## src/rtl/sic_pkg.sv

```systemverilog
package sic_pkg;
  localparam logic [7:0] OP_BREAK = 8'hCC;
  localparam logic [7:0] OP_SWINT = 8'hCD;
  localparam logic [7:0] OP_OVFTRAP = 8'hCE;

  localparam int PATH_N = 6;
  localparam int P_REAL = 0;
  localparam int P_TASK = 1;
  localparam int P_INTRA = 2;
  localparam int P_INTER = 3;
  localparam int P_FROMVM = 4;
  localparam int P_FAULT = 5;

  typedef enum logic [1:0] {
    GATE_NONE = 2'd0,
    GATE_INTR = 2'd1,
    GATE_TRAP = 2'd2,
    GATE_TASK = 2'd3
  } gateKind_e;

  typedef enum logic [1:0] {
    FLT_NONE = 2'd0,
    FLT_GP = 2'd1,
    FLT_NP = 2'd2
  } faultKind_e;

  typedef enum logic [2:0] {
    CODE_ZERO = 3'd0,
    CODE_EXT_ONLY = 3'd1,
    CODE_VEC_EXT = 3'd2,
    CODE_VEC_SW = 3'd3,
    CODE_SEL_EXT = 3'd4
  } codeSrc_e;

  // Comparator and decode results handed from datapath to control
  typedef struct packed {
    logic noEvent;
    logic isSwN;
    logic realInLimit;
    logic protInLimit;
    logic selNull;
  } dpFlags_t;

  // Strobes handed from control to datapath
  typedef struct packed {
    logic load;
    logic takeVec;
    logic [PATH_N-1:0] path;
    faultKind_e fault;
    codeSrc_e codeSrc;
  } ctrlStrobe_t;
endpackage

```

## src/rtl/sic_datapath.sv

```systemverilog
module sic_datapath
  import sic_pkg::*;
#(
  parameter int VEC_W = 8,
  parameter int LIM_W = 16,
  parameter int SEL_W = 16,
  parameter int ERR_W = 16
) (
  input  logic clk,
  input  logic rstN,
  input  logic [7:0] opcode,
  input  logic [VEC_W-1:0] immByte,
  input  logic extEvent,
  input  logic ovFlag,
  input  logic [LIM_W-1:0] tableLimit,
  input  logic [SEL_W-1:0] csSelector,
  input  ctrlStrobe_t strobe,
  output dpFlags_t flags,
  output logic outValid,
  output logic [VEC_W-1:0] vectorNum,
  output logic [PATH_N-1:0] pathSel,
  output logic [1:0] faultClass,
  output logic [ERR_W-1:0] errCode
);
  localparam int REAL_W = VEC_W + 2;
  localparam int PROT_W = VEC_W + 3;
  localparam int ADDR_W = (PROT_W > LIM_W) ? PROT_W : LIM_W;

  logic isBreak, isSwN, isOvf;
  logic [VEC_W-1:0] vecComb;
  logic [ADDR_W-1:0] realEnd, protEnd, limitExt;
  logic [ERR_W-1:0] vecCode, selCode, codeComb;

  // Opcode decode and vector selection
  always_comb begin
    isBreak = !extEvent && (opcode == OP_BREAK);
    isSwN = !extEvent && (opcode == OP_SWINT);
    isOvf = !extEvent && (opcode == OP_OVFTRAP) && ovFlag;
    if (extEvent) vecComb = immByte;
    else if (isBreak) vecComb = VEC_W'(3);
    else if (isSwN) vecComb = immByte;
    else if (isOvf) vecComb = VEC_W'(4);
    else vecComb = '0;
  end

  // Table end addresses for both table formats
  always_comb begin
    realEnd = ADDR_W'({vecComb, 2'b11});
    protEnd = ADDR_W'({vecComb, 3'b111});
    limitExt = ADDR_W'(tableLimit);
  end

  assign flags.noEvent = !extEvent && !(isBreak || isSwN || isOvf);
  assign flags.isSwN = isSwN;
  assign flags.realInLimit = (realEnd <= limitExt);
  assign flags.protInLimit = (protEnd <= limitExt);
  assign flags.selNull = (csSelector[SEL_W-1:2] == '0);

  // Error code formats
  always_comb begin
    vecCode = ERR_W'({vecComb, 3'b010});
    selCode = ERR_W'({csSelector[SEL_W-1:2], 1'b0, extEvent});
    unique case (strobe.codeSrc)
      CODE_EXT_ONLY: codeComb = ERR_W'(extEvent);
      CODE_VEC_EXT: codeComb = vecCode | ERR_W'(extEvent);
      CODE_VEC_SW: codeComb = vecCode;
      CODE_SEL_EXT: codeComb = selCode;
      default: codeComb = '0;
    endcase
  end

  // Output registers
  always_ff @(posedge clk) begin
    if (!rstN) begin
      outValid <= 1'b0;
      vectorNum <= '0;
      faultClass <= 2'd0;
      errCode <= '0;
    end else begin
      outValid <= strobe.load;
      if (strobe.load) begin
        vectorNum <= strobe.takeVec ? vecComb : '0;
        faultClass <= strobe.fault;
        errCode <= codeComb;
      end
    end
  end

  genvar gi;
  generate
    for (gi = 0; gi < PATH_N; gi++) begin : g_pathReg
      always_ff @(posedge clk) begin
        if (!rstN) pathSel[gi] <= 1'b0;
        else if (strobe.load) pathSel[gi] <= strobe.path[gi];
      end
    end
  endgenerate
endmodule

```

## src/rtl/sic_control.sv

```systemverilog
module sic_control
  import sic_pkg::*;
#(
  parameter int PL_W = 2
) (
  input  logic reqValid,
  input  logic extEvent,
  input  logic peMode,
  input  logic vmMode,
  input  logic [PL_W-1:0] iopl,
  input  logic [PL_W-1:0] cpl,
  input  logic [1:0] gateKind,
  input  logic [PL_W-1:0] gateDpl,
  input  logic gatePresent,
  input  logic [PL_W-1:0] csDpl,
  input  logic csConforming,
  input  dpFlags_t flags,
  output ctrlStrobe_t strobe
);
  localparam logic [PL_W-1:0] PL_MAX = '1;

  gateKind_e gk;
  assign gk = gateKind_e'(gateKind);

  always_comb begin
    strobe = '0;
    strobe.load = reqValid;
    strobe.takeVec = 1'b1;
    strobe.fault = FLT_NONE;
    strobe.codeSrc = CODE_ZERO;
    if (flags.noEvent) begin
      strobe.takeVec = 1'b0;
    end else if (!peMode) begin
      if (flags.realInLimit) begin
        strobe.path[P_REAL] = 1'b1;
      end else begin
        strobe.path[P_FAULT] = 1'b1;
        strobe.fault = FLT_GP;
      end
    end else if (vmMode && (iopl != PL_MAX) && flags.isSwN) begin
      strobe.path[P_FAULT] = 1'b1;
      strobe.fault = FLT_GP;
    end else if (!flags.protInLimit || (gk == GATE_NONE)) begin
      strobe.path[P_FAULT] = 1'b1;
      strobe.fault = FLT_GP;
      strobe.codeSrc = CODE_VEC_EXT;
    end else if (!extEvent && (gateDpl < cpl)) begin
      strobe.path[P_FAULT] = 1'b1;
      strobe.fault = FLT_GP;
      strobe.codeSrc = CODE_VEC_SW;
    end else if (!gatePresent) begin
      strobe.path[P_FAULT] = 1'b1;
      strobe.fault = FLT_NP;
      strobe.codeSrc = CODE_VEC_EXT;
    end else if (gk == GATE_TASK) begin
      strobe.path[P_TASK] = 1'b1;
    end else if (flags.selNull) begin
      strobe.path[P_FAULT] = 1'b1;
      strobe.fault = FLT_GP;
      strobe.codeSrc = CODE_EXT_ONLY;
    end else if (csDpl > cpl) begin
      strobe.path[P_FAULT] = 1'b1;
      strobe.fault = FLT_GP;
      strobe.codeSrc = CODE_SEL_EXT;
    end else if (!csConforming && (csDpl < cpl)) begin
      if (!vmMode) begin
        strobe.path[P_INTER] = 1'b1;
      end else if (csDpl == '0) begin
        strobe.path[P_FROMVM] = 1'b1;
      end else begin
        strobe.path[P_FAULT] = 1'b1;
        strobe.fault = FLT_GP;
        strobe.codeSrc = CODE_SEL_EXT;
      end
    end else if (vmMode) begin
      strobe.path[P_FAULT] = 1'b1;
      strobe.fault = FLT_GP;
      strobe.codeSrc = CODE_SEL_EXT;
    end else begin
      strobe.path[P_INTRA] = 1'b1;
    end
  end
endmodule

```

## src/rtl/sic_classifier.sv

```systemverilog
module sic_classifier
  import sic_pkg::*;
#(
  parameter int VEC_W = 8,
  parameter int LIM_W = 16,
  parameter int SEL_W = 16,
  parameter int ERR_W = 16,
  parameter int PL_W = 2
) (
  input  logic clk,
  input  logic rstN,
  input  logic reqValid,
  input  logic [7:0] opcode,
  input  logic [VEC_W-1:0] immByte,
  input  logic extEvent,
  input  logic ovFlag,
  input  logic peMode,
  input  logic vmMode,
  input  logic [PL_W-1:0] iopl,
  input  logic [PL_W-1:0] cpl,
  input  logic [LIM_W-1:0] tableLimit,
  input  logic [1:0] gateKind,
  input  logic [PL_W-1:0] gateDpl,
  input  logic gatePresent,
  input  logic [SEL_W-1:0] csSelector,
  input  logic [PL_W-1:0] csDpl,
  input  logic csConforming,
  output logic outValid,
  output logic [VEC_W-1:0] vectorNum,
  output logic [PATH_N-1:0] pathSel,
  output logic [1:0] faultClass,
  output logic [ERR_W-1:0] errCode
);
  dpFlags_t flags;
  ctrlStrobe_t strobe;

  sic_control #(.PL_W(PL_W)) u_ctrl (
    .reqValid(reqValid), .extEvent(extEvent), .peMode(peMode), .vmMode(vmMode),
    .iopl(iopl), .cpl(cpl), .gateKind(gateKind), .gateDpl(gateDpl),
    .gatePresent(gatePresent), .csDpl(csDpl), .csConforming(csConforming),
    .flags(flags), .strobe(strobe)
  );

  sic_datapath #(.VEC_W(VEC_W), .LIM_W(LIM_W), .SEL_W(SEL_W), .ERR_W(ERR_W)) u_dp (
    .clk(clk), .rstN(rstN), .opcode(opcode), .immByte(immByte),
    .extEvent(extEvent), .ovFlag(ovFlag), .tableLimit(tableLimit),
    .csSelector(csSelector), .strobe(strobe), .flags(flags),
    .outValid(outValid), .vectorNum(vectorNum), .pathSel(pathSel),
    .faultClass(faultClass), .errCode(errCode)
  );
endmodule

```

## config.mk

```make
export PLATFORM = sky130hd
export DESIGN_NAME = sic_classifier
export DESIGN_NICKNAME = d
export VERILOG_FILES = /design/src/rtl/sic_pkg.sv /design/src/rtl/sic_datapath.sv /design/src/rtl/sic_control.sv /design/src/rtl/sic_classifier.sv
export SDC_FILE = /design/constraint.sdc
export NUM_CORES = 1
export LEC_CHECK = 0
export BUFFER_PORTS_ARGS = -buffer_cell sky130_fd_sc_hd__buf_2
export CORE_MARGIN = 3
export CORE_UTILIZATION = 47
export DETAILED_ROUTE_END_ITERATION = 7
export GPL_ROUTABILITY_DRIVEN = 0
export GPL_TIMING_DRIVEN = 0
export PLACE_DENSITY = 0.81
export RECOVER_POWER = 25
export SYNTH_ARGS = -nofsm -noshare
export SYNTH_HDL_FRONTEND = slang
export SYNTH_SLANG_ARGS = --single-unit
export TNS_END_PERCENT = 100
```

## constraint.sdc

```tcl
create_clock -name clk -period 4.35 [get_ports clk]
set_input_delay 0.87 -clock clk [delete_from_list [all_inputs] [get_ports clk]]
set_output_delay 0.87 -clock clk [all_outputs]
set_load 0.02 [all_outputs]
```

* Yosys cells after proc, flatten, opt, wreduce, memory -nomap -nowiden
Index checks and enable logic that the tools add are counted.
Cells by class: order comparisons 5, equality and inequality tests 9, multiplexer cells 49, bitwise gates (word level) 1, reduce and logical (&&, ||, !) cells 19
Operators with widths (number):
- $pmux 16 s4 | 1
- $mux 5 | 8
- $mux 4 | 8
- $mux 8 | 4
- $eq 8x8->1 const B | 3
- $mux 1 | 18
- $le 10x16->1 | 1
- $le 11x16->1 | 1
- $mux 3 | 5
- $logic_not 14->1 | 1
- $mux 11 | 1
- $or 11x1->11 | 1
- $logic_and 1x1->1 | 9
- $mux 2 | 4
- $eq 3x2->1 const B | 2
- $logic_not 1->1 | 4
- $logic_not 2->1 | 2
- $lt 2x2->1 | 2
- $eq 3x1->1 const B | 1
- $eq 3x3->1 const B | 1
- $logic_or 1x1->1 | 3
- $eq 2x2->1 const B | 1
- $gt 2x2->1 | 1
- $ne 2x2->1 const B | 1
Storage, ports and cells: bits in registers 33, input bits 67, output and inout bits 33

* Logic depth before layout (Yosys ltp)
Gate-level depths: netlist of run 1.
depth after elaboration 16, depth in mapped cells 13, depth with buffers taken out 12

* Cells and area by module
From an unflattened synthesis of run 1, not the netlist that was laid out.
Unflattened totals: cell total of the unflattened synthesis 284, area, all modules 2358.5 sq um
Modules (own cells, without submodules):
- sic_datapath | instances 1, cells an instance 234, area each 2024.4 sq um
- sic_control | instances 1, cells an instance 50, area each 334.1 sq um

* Least setup slack after synthesis of run 1
OpenSTA, ideal clock, no wires.
kind input-to-reg, start in opcode[4], end reg u_dp.errCode[11], library setup time 0.062 ns, data arrival time 3.413 ns, required time 4.288 ns, path slack 0.875 ns, stages on the path 12, path through nand4bb_4 -> nor3_1 -> a21oi_1 -> nor2b_1 -> ha_1 -> a21oi_1 -> nor2b_1 -> or3b_1 -> o32ai_2 -> nor4bb_1 -> buf_2 -> a32o_1
Between the ends: cells in the longest elaborated chain, start to end 16, elaborated cells between the ends (all ways) 28, classes of those cells 1 x order compare; 7 x eq/ne; 9 x mux; 11 x reduce/logical
RTL lines:
- from (decl) | RTL line sic_classifier.sv:13 | input logic [7:0] opcode,
- $eq 8x8->1 | RTL line sic_datapath.sv:38 | isOvf = !extEvent && (opcode == OP_OVFTRAP) && ovFlag;
- $logic_and 1x1->1 (2 in series) | RTL line sic_datapath.sv:38
- $mux 3 | RTL line sic_datapath.sv:42 | else if (isOvf) vecComb = VEC_W'(4);
- $mux 8 | RTL line sic_datapath.sv:41 | else if (isSwN) vecComb = immByte;
- $mux 8 | RTL line sic_datapath.sv:40 | else if (isBreak) vecComb = VEC_W'(3);
- $mux 8 | RTL line sic_datapath.sv:39 | if (extEvent) vecComb = immByte;
- $le 11x16->1 | RTL line sic_datapath.sv:56 | assign flags.protInLimit = (protEnd <= limitExt);
- $logic_not 1->1 | RTL line sic_control.sv:43 | end else if (!flags.protInLimit || (gk == GATE_NONE)) begin
- $logic_or 1x1->1 | RTL line sic_control.sv:43
- $mux 5 | RTL line sic_control.sv:43
- $mux 3 | RTL line sic_control.sv:40 | end else if (vmMode && (iopl != PL_MAX) && flags.isSwN) begin
- $mux 3 | RTL line sic_control.sv:33 | end else if (!peMode) begin
- $mux 11 (*) | RTL line sic_control.sv:31 | if (flags.noEvent) begin
- $eq 3x3->1, or another cell as far along | RTL line sic_datapath.sv:63 | unique case (strobe.codeSrc)
- $pmux 16 s4 (*) | RTL line sic_datapath.sv:63
- to (signal assigned) | RTL line sic_datapath.sv:84 | errCode <= codeComb;
- to (decl) | RTL line sic_datapath.sv:23 | output logic [ERR_W-1:0] errCode
Mark *: on every way between the ends. The rest lies on a longest branch, timed or not. A chain may end at the register's enable or synchronous reset.

* Worst setup path after layout of run 1
start in opcode[4], end reg u_dp.errCode[9]
Between the ends: cells in the longest elaborated chain, start to end 16, elaborated cells between the ends (all ways) 29, classes of those cells 1 x order compare; 7 x eq/ne; 9 x mux; 1 x bitwise; 11 x reduce/logical
RTL lines (RTL line):
- $eq 8x8->1 | sic_datapath.sv:38
- $logic_and 1x1->1 (2 in series) | sic_datapath.sv:38
- $mux 3 | sic_datapath.sv:42
- $mux 8 | sic_datapath.sv:41
- $mux 8 | sic_datapath.sv:40
- $mux 8 | sic_datapath.sv:39
- $le 11x16->1 | sic_datapath.sv:56
- $logic_not 1->1 | sic_control.sv:43
- $logic_or 1x1->1 | sic_control.sv:43
- $mux 5 | sic_control.sv:43
- $mux 3 | sic_control.sv:40
- $mux 3 | sic_control.sv:33
- $mux 11 | sic_control.sv:31
- $eq 3x3->1, or another cell as far along | sic_datapath.sv:63
- $pmux 16 s4 (*) | sic_datapath.sv:63
Marks and branches as above.

==> results of run 1 <==
-- cell type report --
| class | instances | area [um^2] | share of cell area |
|---|---|---|---|
| repair buffers | 95 | 456.7 | 0.1643 |
| clock inverters | 3 | 65.06 | 0.02341 |
| plain buffers | 11 | 55.05 | 0.01981 |
| clock buffers | 5 | 68.82 | 0.02476 |
| well taps | 50 | 62.56 | 0.02251 |
| multi-input cells | 176 | 1343 | 0.4831 |
| inverters | 18 | 67.56 | 0.02431 |
| flip-flops and latches | 33 | 660.6 | 0.2377 |
-- power breakdown --
group,switching [W],internal (W),total (W)
Combinational,0.0000964,0.0000723,0.000169
Clock,0.000126,0.000228,0.000354
Sequential,0.00000414,0.000310,0.000314
-- metal layers --
layer  part of all wire  up-vias
li1                   -     1099
met5                  0        -
met3              0.064       10
met1               0.44     1026
met2               0.48       63
met4              0.019        0
-- worst min path at each step --
stage	start	to	slack, ns	cells past startpoint
after floorplan	u_dp.faultClass[1]$_SDFFE_PN0P_	u_dp.faultClass[1]$_SDFFE_PN0P_	0.54	2
after global placement	u_dp.errCode[12]$_SDFFE_PN0P_	u_dp.errCode[12]$_SDFFE_PN0P_	0.45	1
after detailed placement	u_dp.errCode[2]$_SDFFE_PN0P_	u_dp.errCode[2]$_SDFFE_PN0P_	0.46	1
after CTS	u_dp.errCode[2]$_SDFFE_PN0P_	u_dp.errCode[2]$_SDFFE_PN0P_	0.47	1
after global routing	u_dp.errCode[11]$_SDFFE_PN0P_	u_dp.errCode[11]$_SDFFE_PN0P_	0.49	1
final	u_dp.errCode[11]$_SDFFE_PN0P_	u_dp.errCode[11]$_SDFFE_PN0P_	0.47	1
-- sequential cells by signal, indices dropped and copies added, names as in the netlist --
name	cells
u_dp.errCode	16
u_dp.vectorNum	8
u_dp.pathSel	6
u_dp.faultClass	2
u_dp.outValid	1
-- logic make-up after synthesis --
kind of cell / synth area share
and+or+nand+nor: 0.2337
AOI/OAI and AO/OA: 0.2531
DFF: 0.3108
buffers and inverters: 0.05768
adders and majority gates: 0.1118
muxes: 0.03296
-- cells in the final DEF, fill, tap and decap left out, types with 7 or more instances in the layout --
| cell type | n |
|---|---|
| inv_1 | 18 |
| nor2b_1 | 8 |
| clkbuf_1 | 20 |
| ha_1 | 19 |
| a32o_1 | 14 |
| dfxtp_1 | 33 |
| mux2i_1 | 7 |
| nor2_1 | 19 |
| o21a_1 | 7 |
| buf_2 | 85 |
| nand2_1 | 13 |
| a21oi_1 | 10 |
| nor3b_1 | 7 |
-- cell usage after synthesis (2+ instances only) --
cell / instances / area, um^2
ha_1: 19 / 237.7
nand3_1: 6 / 30.03
a21boi_0: 2 / 15.01
nor3b_1: 7 / 52.55
and3_1: 2 / 12.51
a211o_1: 2 / 17.52
nand2_1: 13 / 48.80
a22o_1: 2 / 17.52
a221o_1: 2 / 20.02
mux2i_1: 7 / 70.07
o21bai_1: 2 / 15.01
a32o_1: 14 / 140.1
dfxtp_1: 33 / 660.6
clkbuf_1: 5 / 18.77
nor4_1: 5 / 31.28
o21a_1: 7 / 52.55
a2bb2oi_1: 2 / 17.52
nor3_1: 2 / 10.01
a211oi_1: 4 / 30.03
nor2b_1: 8 / 50.05
a21oi_1: 10 / 50.05
inv_1: 18 / 67.56
nand2b_1: 6 / 37.54
nand4_1: 2 / 12.51
nand4b_1: 2 / 17.52
or4_1: 2 / 15.01
buf_2: 5 / 25.02
and2_1: 3 / 18.77
nor2_1: 19 / 71.32
o21ai_0: 3 / 15.01
-- metrics by stage --
stage	area, um^2	hold WS [ns]
6_report	2779	0.4741
5_1_grt	2779	0.4928
4_1_cts	2798	0.4737
3_5_place_dp	2664	0.4566
3_3_place_gp	2664	0.4484
2_1_floorplan	2126	0.5407
==> qor.csv, run 1 <==
metric,value,unit
CP Data Required Time,4.55,ns
worst-path fanout max,10,
Fin Clk Skew,0,ns
run status,finished clean,
final net count,426,
Mapped Area,2126,um^2
io pins,100,
antenna violations before repair,0,
Synthesized Nets,324,
worst setup path end,u_dp.errCode[9]$_SDFFE_PN0P_,
setup tns final,0,ns
post-cts sizing count,0,
DRT Wirelength,5.961,mm
global-route wire length before repair,9.666,mm
clk_lat worst skew,0.29,ns
Final min period,3.765,ns
H-tree depth,2,
number of flops mapped to enable cells by yosys,0,
PortBufs,95,
CP max stage delay,0.37,ns
layout cells sized above 1,0.2991,
die outline area,5366,um^2
Core Box Area,4173,um^2
post-DP HPWL,4.786,mm
fin cells,391,
Worst-Margin Slew,0.6619,ns
Main synth FF type,dfxtp_1,
layer with the highest usage,met2,
count of filler cells inserted in the layout,370,
fmax,0.2656,GHz
Power Total,0.0008367,W
"Distinct cells, synth",54,
First-pass DRT Iterations,4,
Ys Warns,0,
Final Hold Viols,0,
Final Util,0.6660,
"Seq/Total Area, Yosys",0.3108,
RSZ-0062 raised after global routing,false,
DP Cell Count,383,
reg2reg end,u_dp.faultClass[0]$_SDFFE_PN0P_,
Leak,1.300,nW
Rows,23,
maximum root-to-sink buffer count,2,
starting density of the core,0.5094,
GR Util All Layers,0.2333,
CTS tree,yes,
clock root buffer,clkbuf_8,
"Async S/R FF share, synth",0,
final setup vio count,0,
Worst VDD drop,0.0001925,V
max-slew violation count,0,
Worst Path Arrival,3.96,ns
Via-to-Cell Ratio,5.621,
Sink Count,33,
met1 Use GR,0.2884,
R2R Setup Slk,3.29,ns
width of the die,73.25,um
Crit-path slowest cell,o32ai_2,
via count,2198,
Syn Area/Cell,8.932,um^2
WS Path Type,primary input to flop,
Antenna diodes,0,
stages on the worst setup path,13,
CTS Buf Count,5,
Tcrit/Tclk final,0.8656,
antenna-violating nets left,0,
synthesized instance count,238,
CTS Hold Buffers Added,0,
Hold Crit Class,flop to flop,
number of global-route vias before repair,2098,
worst path bufs/invs,2,
Critical Path Start Type,primary input,
CP Capture Type,flop,
"CP delay by family, top",simple AND/OR/NAND/NOR gates,
DR DRC count,0,
met3 Use GR,0.05746,
largest net degree at the start of global routing,12,
area delta synth->final,30.72,%
Power Density,301.1,nW/um^2
register bit total from synthesis,33,
GR Overflow Total,0,
post-place setup slack,0.2949,ns
Slew HR,0.5571,
CP startpoint,opcode[4],
met2 Use GR,0.3893,
routed len/inst,15.25,um
Max Cap Viol,0,
Register-to-Register Path Depth,4,
final worst setup slack,0.5848,ns
crit-path cells,buf_2 -> nand4bb_4 -> nor3_1 -> a21oi_1 -> nor2b_1 -> ha_1 -> a21oi_1 -> nor2b_1 -> or3b_1 -> o32ai_2 -> buf_2 -> nor3b_1 -> o21a_1,
Die Height,73.25,um
Clock transition at path regs,0.07,ns
Worst R2R Start,u_dp.faultClass[0]$_SDFFE_PN0P_,
initial DRC count,128,
# Post-CTS Setup Buffers,0,
(Power assumes the default switching activity.)
==> run 2: changes to the inputs <==
Settings changed: GPL_TIMING_DRIVEN 0 to unset, SKIP_LAST_GASP set to 1.
==> run 2 against run 1 <==
  * Clock power is 36% lower
  * Core utilization decreased by 0.72 points
  * Routed wire length down 0.62%
  * Sequential share of layout area grew 0.26 points
  * Via count shrank 0.23%
  * Largest power group is now sequential cells
  * Non-clock buffer count unchanged
  * Combinational power barely moved
  * Die area unchanged
  * Worst hold slack got worse by 0.011 ns
  * Power fell by 15%
  * Clock skew is the same
==> qor.csv, run 2 (synthesis gave the netlist of run 1 again) <==
metric,value,unit,change
biggest regs,"u_dp.errCode: 16 flops, u_dp.vectorNum: 8 flops, u_dp.pathSel: 6 flops",,unchanged
run status,finished clean,,unchanged
Tcrit/Tclk final,0.8381,,was 0.8656
routed len/inst,15.15,um,was 15.25 um
fmax,0.2743,GHz,was 0.2656 GHz
setup tns final,0,ns,unchanged
Slew HR,0.4101,,was 0.5571
global-route wire length before repair,9.397,mm,was 9.666 mm
Power Density,258.7,nW/um^2,was 301.1 nW/um^2
CTS Buf Count,5,,unchanged
DR DRC count,0,,unchanged
WS Path Type,primary input to flop,,unchanged
Worst VDD drop,0.0001662,V,was 0.0001925 V
Critical Path Start Type,primary input,,unchanged
CTS Hold Buffers Added,0,,unchanged
worst-path fanout max,7,,was 10
initial DRC count,188,,was 128
Antenna diodes,0,,unchanged
count of filler cells inserted in the layout,364,,was 370
Fin Clk Skew,0,ns,unchanged
worst path bufs/invs,3,,was 2
CTS tree,yes,,unchanged
die outline area,5366,um^2,unchanged
GR Overflow Total,0,,unchanged
# Post-CTS Setup Buffers,0,,unchanged
DRT Wirelength,5.924,mm,was 5.961 mm
number of global-route vias before repair,2131,,was 2098
via count,2193,,was 2198
post-route cell area,2749,um^2,was 2779 um^2
CP Capture Type,flop,,unchanged
layout cells sized above 1,0.3079,,was 0.2991
width of the die,73.25,um,unchanged
post-cts sizing count,0,,unchanged
largest net degree at the start of global routing,18,,was 12
Core Box Area,4173,um^2,unchanged
Sink Count,33,,unchanged
H-tree depth,2,,unchanged
Hold Crit Class,flop to flop,,unchanged
starting density of the core,0.5094,,unchanged
Clock transition at path regs,0.07,ns,about the same
RSZ-0062 raised after global routing,false,,unchanged
PortBufs,97,,was 95
Via-to-Cell Ratio,5.609,,was 5.621
First-pass DRT Iterations,4,,unchanged
post-DP HPWL,4.806,mm,was 4.786 mm
antenna-violating nets left,0,,unchanged
Max Cap Viol,0,,unchanged
antenna violations before repair,0,,unchanged
clk_lat worst skew,0.29,ns,about the same
Leak,1.295,nW,was 1.300 nW
Crit-path slowest cell,or3b_1,,was o32ai_2
CP Data Required Time,4.58,ns,was 4.55 ns
"most common cell after layout, fill and taps aside",buf_2,,unchanged
Placed Area,2686,um^2,was 2664 um^2
Die Height,73.25,um,unchanged
number of flip-flops under the largest register name,16,,unchanged
"leading cell types in the layout, fill and taps excluded","buf_2 (81), dfxtp_1 (33), nor2_1 (19), ha_1 (19), inv_1 (18)",,"was buf_2 (85), dfxtp_1 (33), clkbuf_1 (20)"
GR Util All Layers,0.2268,,was 0.2333
final setup vio count,0,,unchanged
io pins,100,,unchanged
Final min period,3.646,ns,was 3.765 ns
Worst Path Arrival,3.87,ns,was 3.96 ns
Rows,23,,unchanged
maximum root-to-sink buffer count,2,,unchanged
CP max stage delay,0.37,ns,about the same
Largest Register,u_dp.errCode,,unchanged
area delta synth->final,29.31,%,was 30.72%
clock root buffer,clkbuf_8,,unchanged
crit-path cells,buf_2 -> nand4bb_4 -> nor3_1 -> a21oi_1 -> nor2b_1 -> ha_1 -> a21oi_1 -> nor2b_1 -> or3b_1 -> o32ai_2 -> buf_4 -> nor4bb_1 -> buf_4 -> a32o_1,,was buf_2 -> nand4bb_4 -> nor3_1 -> a21oi_1 -> nor2b_1 -> ha_1 -> a21oi_1 -> nor2b_1 -> or3b_1 -> o32ai_2 -> buf_2 -> nor3b_1 -> o21a_1
"CP delay by family, top",simple AND/OR/NAND/NOR gates,,unchanged
Final Hold Viols,0,,unchanged
max-slew violation count,0,,unchanged
Worst-Margin Slew,0.8849,ns,was 0.6619 ns
final net count,426,,unchanged
-- run 2: cell types whose count changed in the layout (fill, tap and decap cells not counted) --
| cell | change |
|---|---|
| buf_4 | +9 |
| buf_6 | -1 |
| bufinv_16 | -2 |
| clkinv_2 | +1 |
| clkbuf_1 | -3 |
| buf_2 | -4 |
-- run 2: layout make-up --
| cell class | count | area [um^2] | share of cell area |
|---|---|---|---|
| clock buffer | 6 | 72.57 | 0.02640 |
| clock inverter | 2 | 10.01 | 0.003641 |
| inverter | 18 | 67.56 | 0.02458 |
| multi-input combinational | 176 | 1343 | 0.4884 |
| sequential | 33 | 660.6 | 0.2403 |
| tap | 50 | 62.56 | 0.02276 |
| timing repair buffer | 106 | 533.0 | 0.1939 |
-- run 2: power by group --
| group | leakage [nW] | internal (W) | total, W | switching (W) |
|---|---|---|---|---|
| clock network | 0.0450 | 0.000111 | 0.000226 | 0.000116 |
| registers | 0.268 | 0.000310 | 0.000314 | 0.00000376 |
| logic | 0.983 | 0.0000747 | 0.000171 | 0.0000960 |
-- run 2: worst register-to-register path: cells and delay by family, from the launching register on --
| family | cells | cell delay, ns |
|---|---|---|
| flops | 1 | 0.31 |
| compound gates | 2 | 0.50 |
| simple gates | 2 | 0.16 |
-- run 2: stage by stage --
| step | setup slack, ns | hold slack, ns | total power [W] | cells | utilization |
|---|---|---|---|---|---|
| floorplan | 0.8749 | 0.5407 | 0.0004235 | 238 | - |
| global placement | 0.5146 | 0.4466 | 0.0004863 | 383 | 0.6438 |
| detailed placement | 0.4082 | 0.4501 | 0.0004908 | 383 | 0.6438 |
| CTS | 0.6996 | 0.4645 | 0.0007123 | 391 | 0.6636 |
| global route | 0.5291 | 0.4781 | 0.0007434 | 391 | 0.6588 |
| finish | 0.7044 | 0.4634 | 0.0007111 | 391 | 0.6588 |
-- run 2: per-layer routing --
metal  GRT usage  wire length, um  vias to the layer above
li1            -                -                     1098
met1      0.2641             2431                     1003
met2      0.3873             2856                       79
met3     0.06703              488                       13
met4     0.09016              147                        0
met5           0                0                        -
-- run 2: path summary, 6_finish.rpt --
path                                    from                         endpoint  slack (ns)  cells past startpoint
max reg2reg  u_dp.faultClass[0]$_SDFFE_PN0P_  u_dp.faultClass[0]$_SDFFE_PN0P_        3.25                      4
min          u_dp.faultClass[1]$_SDFFE_PN0P_  u_dp.faultClass[1]$_SDFFE_PN0P_        0.46                      2
max                                opcode[4]    u_dp.errCode[11]$_SDFFE_PN0P_        0.70                     14
min reg2reg  u_dp.faultClass[1]$_SDFFE_PN0P_  u_dp.faultClass[1]$_SDFFE_PN0P_        0.46                      2
==> run 3: changes to the inputs <==
Settings changed: ABC_AREA set to 1, CORE_UTILIZATION 47 to 43, PLACE_DENSITY 0.81 to 0.77.
Clock period 4.35 ns to 2.9 ns, I/O delays scaled along.
==> run 3 against run 2 <==
  * Global-route usage decreased by 1.1 points
  * Sequential power increased by 49%
  * Worst hold slack got worse by 0.0052 ns
  * Non-clock buffer count increased by 8
  * Critical endpoint is now u_dp.pathSel[5]$_SDFFE_PN0P_
  * Combinational power increased by 56%
  * Via count increased by 19%
  * Critical path type unchanged
  * Count of clock-buffer cells in the layout increased by 1
  * Core utilization decreased by 3.9 points
==> qor.csv, run 3 <==
metric,value,unit,change
met3 Use GR,0.04472,,was 0.06703
final setup vio count,0,,unchanged
Critical Path Start Type,primary input,,unchanged
CTS Buf Count,5,,unchanged
PortBufs,97,,unchanged
cell taking the most area after synthesis,dfxtp_1,,unchanged
Synth area leaders,"dfxtp_1 (29%), nand2_1 (18%), ha_1 (10%), inv_1 (7.1%), nand3_1 (5.5%)",,"was dfxtp_1 (31%), ha_1 (11%), a32o_1 (6.6%), nor2_1 (3.4%), mux2i_1 (3.3%)"
GR Util All Layers,0.2161,,was 0.2268
global-route wire length before repair,10.65,mm,was 9.397 mm
WS Path Type,primary input to flop,,unchanged
clock root buffer,clkbuf_8,,unchanged
synthesized instance count,344,,was 238
CP max stage delay,0.27,ns,was 0.37 ns
DRT Wirelength,6.444,mm,was 5.924 mm
maximum root-to-sink buffer count,2,,unchanged
Slew HR,0.6815,,was 0.4101
hold_sp,u_dp.errCode[0]$_SDFFE_PN0P_,,was u_dp.faultClass[1]$_SDFFE_PN0P_
R2R Setup Slk,2.28,ns,was 3.25 ns
CP Data Required Time,3.06,ns,was 4.58 ns
H-tree depth,2,,unchanged
Sink Count,33,,unchanged
Worst-Margin Slew,0.4772,ns,was 0.8849 ns
run status,finished clean,,unchanged
"Distinct cells, synth",32,,was 54
biggest regs,"u_dp.errCode: 16 flops, u_dp.vectorNum: 8 flops, u_dp.pathSel: 6 flops",,unchanged
most instantiated cells after synthesis,"nand2_1 (106), inv_1 (43), dfxtp_1 (33)",,"was dfxtp_1 (33), ha_1 (19), nor2_1 (19)"
final net count,544,,was 426
Core Box Area,4911,um^2,was 4173 um^2
io pins,100,,unchanged
met1 Use GR,0.2554,,was 0.2641
Die Height,78.67,um,was 73.25 um
worst-path fanout max,7,,unchanged
crit-path cells,buf_2 -> inv_1 -> nand2_1 -> nor2_1 -> a21oi_2 -> inv_1 -> nand2_1 -> nand2_1 -> inv_1 -> ha_1 -> inv_1 -> nor3_1 -> nand4_1 -> nand2_1 -> nand3_2 -> buf_4 -> o21ai_0 -> o21ai_0,,was buf_2 -> nand4bb_4 -> nor3_1 -> a21oi_1 -> nor2b_1 -> ha_1 -> a21oi_1 -> nor2b_1 -> or3b_1 -> o32ai_2 -> buf_4 -> nor4bb_1 -> buf_4 -> a32o_1
area delta synth->final,33.94,%,was 29.31%
Antenna diodes,0,,unchanged
Final Hold Viols,0,,unchanged
Placed Area,2944,um^2,was 2686 um^2
"most common cell after layout, fill and taps aside",nand2_1,,was buf_2
CTS tree,yes,,unchanged
number of flops mapped to enable cells by yosys,0,,unchanged
setup tns final,0,ns,unchanged
layer with the highest usage,met2,,unchanged
clk_lat worst skew,0.28,ns,was 0.29 ns
Max Cap Viol,0,,unchanged
post-DP HPWL,5.326,mm,was 4.806 mm
"CP delay by family, top",simple AND/OR/NAND/NOR gates,,unchanged
width of the die,78.67,um,was 73.25 um
hold path depth,2,,unchanged
First-pass DRT Iterations,4,,unchanged
max-slew violation count,0,,unchanged
Hold Crit Class,flop to flop,,unchanged
Register-to-Register Path Depth,1,,was 4
die outline area,6189,um^2,was 5366 um^2
initial DRC count,111,,was 188
# Post-CTS Setup Buffers,0,,unchanged
met2 Use GR,0.3896,,was 0.3873
Main synth FF type,dfxtp_1,,unchanged
register bit total from synthesis,33,,unchanged
post-cts sizing count,0,,unchanged
"Seq/Total Area, Yosys",0.2909,,was 0.3108
Rows,25,,was 23
Tcrit/Tclk final,0.9337,,
Crit-path slowest cell,ha_1,,was or3b_1
number of global-route vias before repair,2462,,was 2131
CTS Hold Buffers Added,0,,unchanged
CP Capture Type,flop,,unchanged
Syn Area/Cell,6.602,um^2,was 8.932 um^2
Mapped Area,2271,um^2,was 2126 um^2
"leading cell types in the layout, fill and taps excluded","nand2_1 (106), buf_2 (82), inv_1 (43)",,"was buf_2 (81), dfxtp_1 (33), nor2_1 (19), ha_1 (19), inv_1 (18)"
antenna-violating nets left,0,,unchanged
top-count cell post-synth,nand2_1,,was dfxtp_1
Hold Crit Endpoint,u_dp.errCode[0]$_SDFFE_PN0P_,,was u_dp.faultClass[1]$_SDFFE_PN0P_
Synthesized Nets,430,,was 324
count of filler cells inserted in the layout,480,,was 364
routed len/inst,12.25,um,was 15.15 um
CP startpoint,opcode[4],,unchanged
Final Util,0.6194,,was 0.6588
Leak,1.631,nW,was 1.295 nW
largest net degree at the start of global routing,19,,was 18
Largest Register,u_dp.errCode,,unchanged
layout cells sized above 1,0.2832,,was 0.3079
Worst R2R Start,u_dp.vectorNum[2]$_SDFFE_PN0P_,,was u_dp.faultClass[0]$_SDFFE_PN0P_
Worst VDD drop,0.0001908,V,was 0.0001662 V
antenna violations before repair,0,,unchanged
Final min period,2.708,ns,
Fin Clk Skew,0,ns,unchanged
DR DRC count,0,,unchanged
RSZ-0062 raised after global routing,false,,unchanged
Ys Warns,0,,unchanged
Via-to-Cell Ratio,4.970,,was 5.609
Power Total,0.001184,W,was 0.0007111 W
"Async S/R FF share, synth",0,,unchanged
stages on the worst setup path,18,,was 14
GR Overflow Total,0,,unchanged
Worst Path Arrival,2.87,ns,was 3.87 ns
worst path bufs/invs,6,,was 3
starting density of the core,0.4624,,was 0.5094
reg2reg end,u_dp.vectorNum[2]$_SDFFE_PN0P_,,was u_dp.faultClass[0]$_SDFFE_PN0P_
area fraction of the dominant cell type after synthesis,0.2909,,was 0.3108
number of flip-flops under the largest register name,16,,unchanged
Clock transition at path regs,0.07,ns,about the same
Power Density,389.1,nW/um^2,was 258.7 nW/um^2
post-route cell area,3042,um^2,was 2749 um^2
fmax,0.3693,GHz,
via count,2614,,was 2193
-- run 3: cell count changes after synthesis, moves of 5 or more --
cell      before  now
a32o_1        14    1
o21a_1         7    0
nand4_1        2   13
nor2b_1        8    0
nor4_1         5    0
nand3_1        6   25
nor3b_1        7    1
inv_1         18   43
nor2_1        19   26
mux2i_1        7    0
nand2b_1       6    0
a21oi_2        1   10
nand2_1       13  106
o21ai_0        3   20
-- run 3: cells by family (layout without fill, tap and decap cells) --
group / after synthesis / in the layout / synth area share
AO/OA/AOI/OAI: 50 / 50 / 0.1477
buffers and inverters: 55 / 170 / 0.09531
flip-flops: 33 / 33 / 0.2909
AND/OR/NAND/NOR: 187 / 187 / 0.3614
adder cells (fa/ha/maj): 19 / 19 / 0.1047
-- run 3: how the worst max path moves through the flow --
| stage | to |
|---|---|
| after global routing | u_dp.pathSel[5]$_SDFFE_PN0P_ |
| after floorplan | u_dp.errCode[4]$_SDFFE_PN0P_ |
| final | u_dp.pathSel[5]$_SDFFE_PN0P_ |
| after detailed placement | u_dp.pathSel[5]$_SDFFE_PN0P_ |
| after global placement | u_dp.errCode[5]$_SDFFE_PN0P_ |
| after CTS | u_dp.pathSel[5]$_SDFFE_PN0P_ |
-- run 3: metrics by stage --
step	hold WS, ns	cells	worst slack, ns
global placement	0.4334	518	-0.01210
CTS	0.4571	526	0.1726
finish	0.4582	526	0.1924
floorplan	0.5311	344	0.3705
detailed placement	0.4407	518	-0.1058
global route	0.4717	526	0.001307
-- run 3: report_power, final --
| part | total [W] | leakage [nW] | switching (W) | internal (W) |
|---|---|---|---|---|
| Combinational | 0.000267 | 1.31 | 0.000159 | 0.000108 |
| Clock | 0.000448 | 0.0585 | 0.000168 | 0.000280 |
| Sequential | 0.000469 | 0.267 | 0.00000526 | 0.000463 |
-- run 3: layout make-up --
type	count	area, um^2	area share
Sequential cell	33	660.6	0.2172
Inverter	48	180.2	0.05923
Multi-Input combinational cell	256	1394	0.4582
Tap cell	67	83.83	0.02756
Clock inverter	1	30.03	0.009872
Timing Repair Buffer	114	606.8	0.1995
Clock buffer	7	86.33	0.02838
-- run 3: metal layers --
layer,part of all wire,wire length (um)
met5,0,0
met4,0.014,87
met3,0.076,490
met2,0.49,3161
met1,0.42,2705
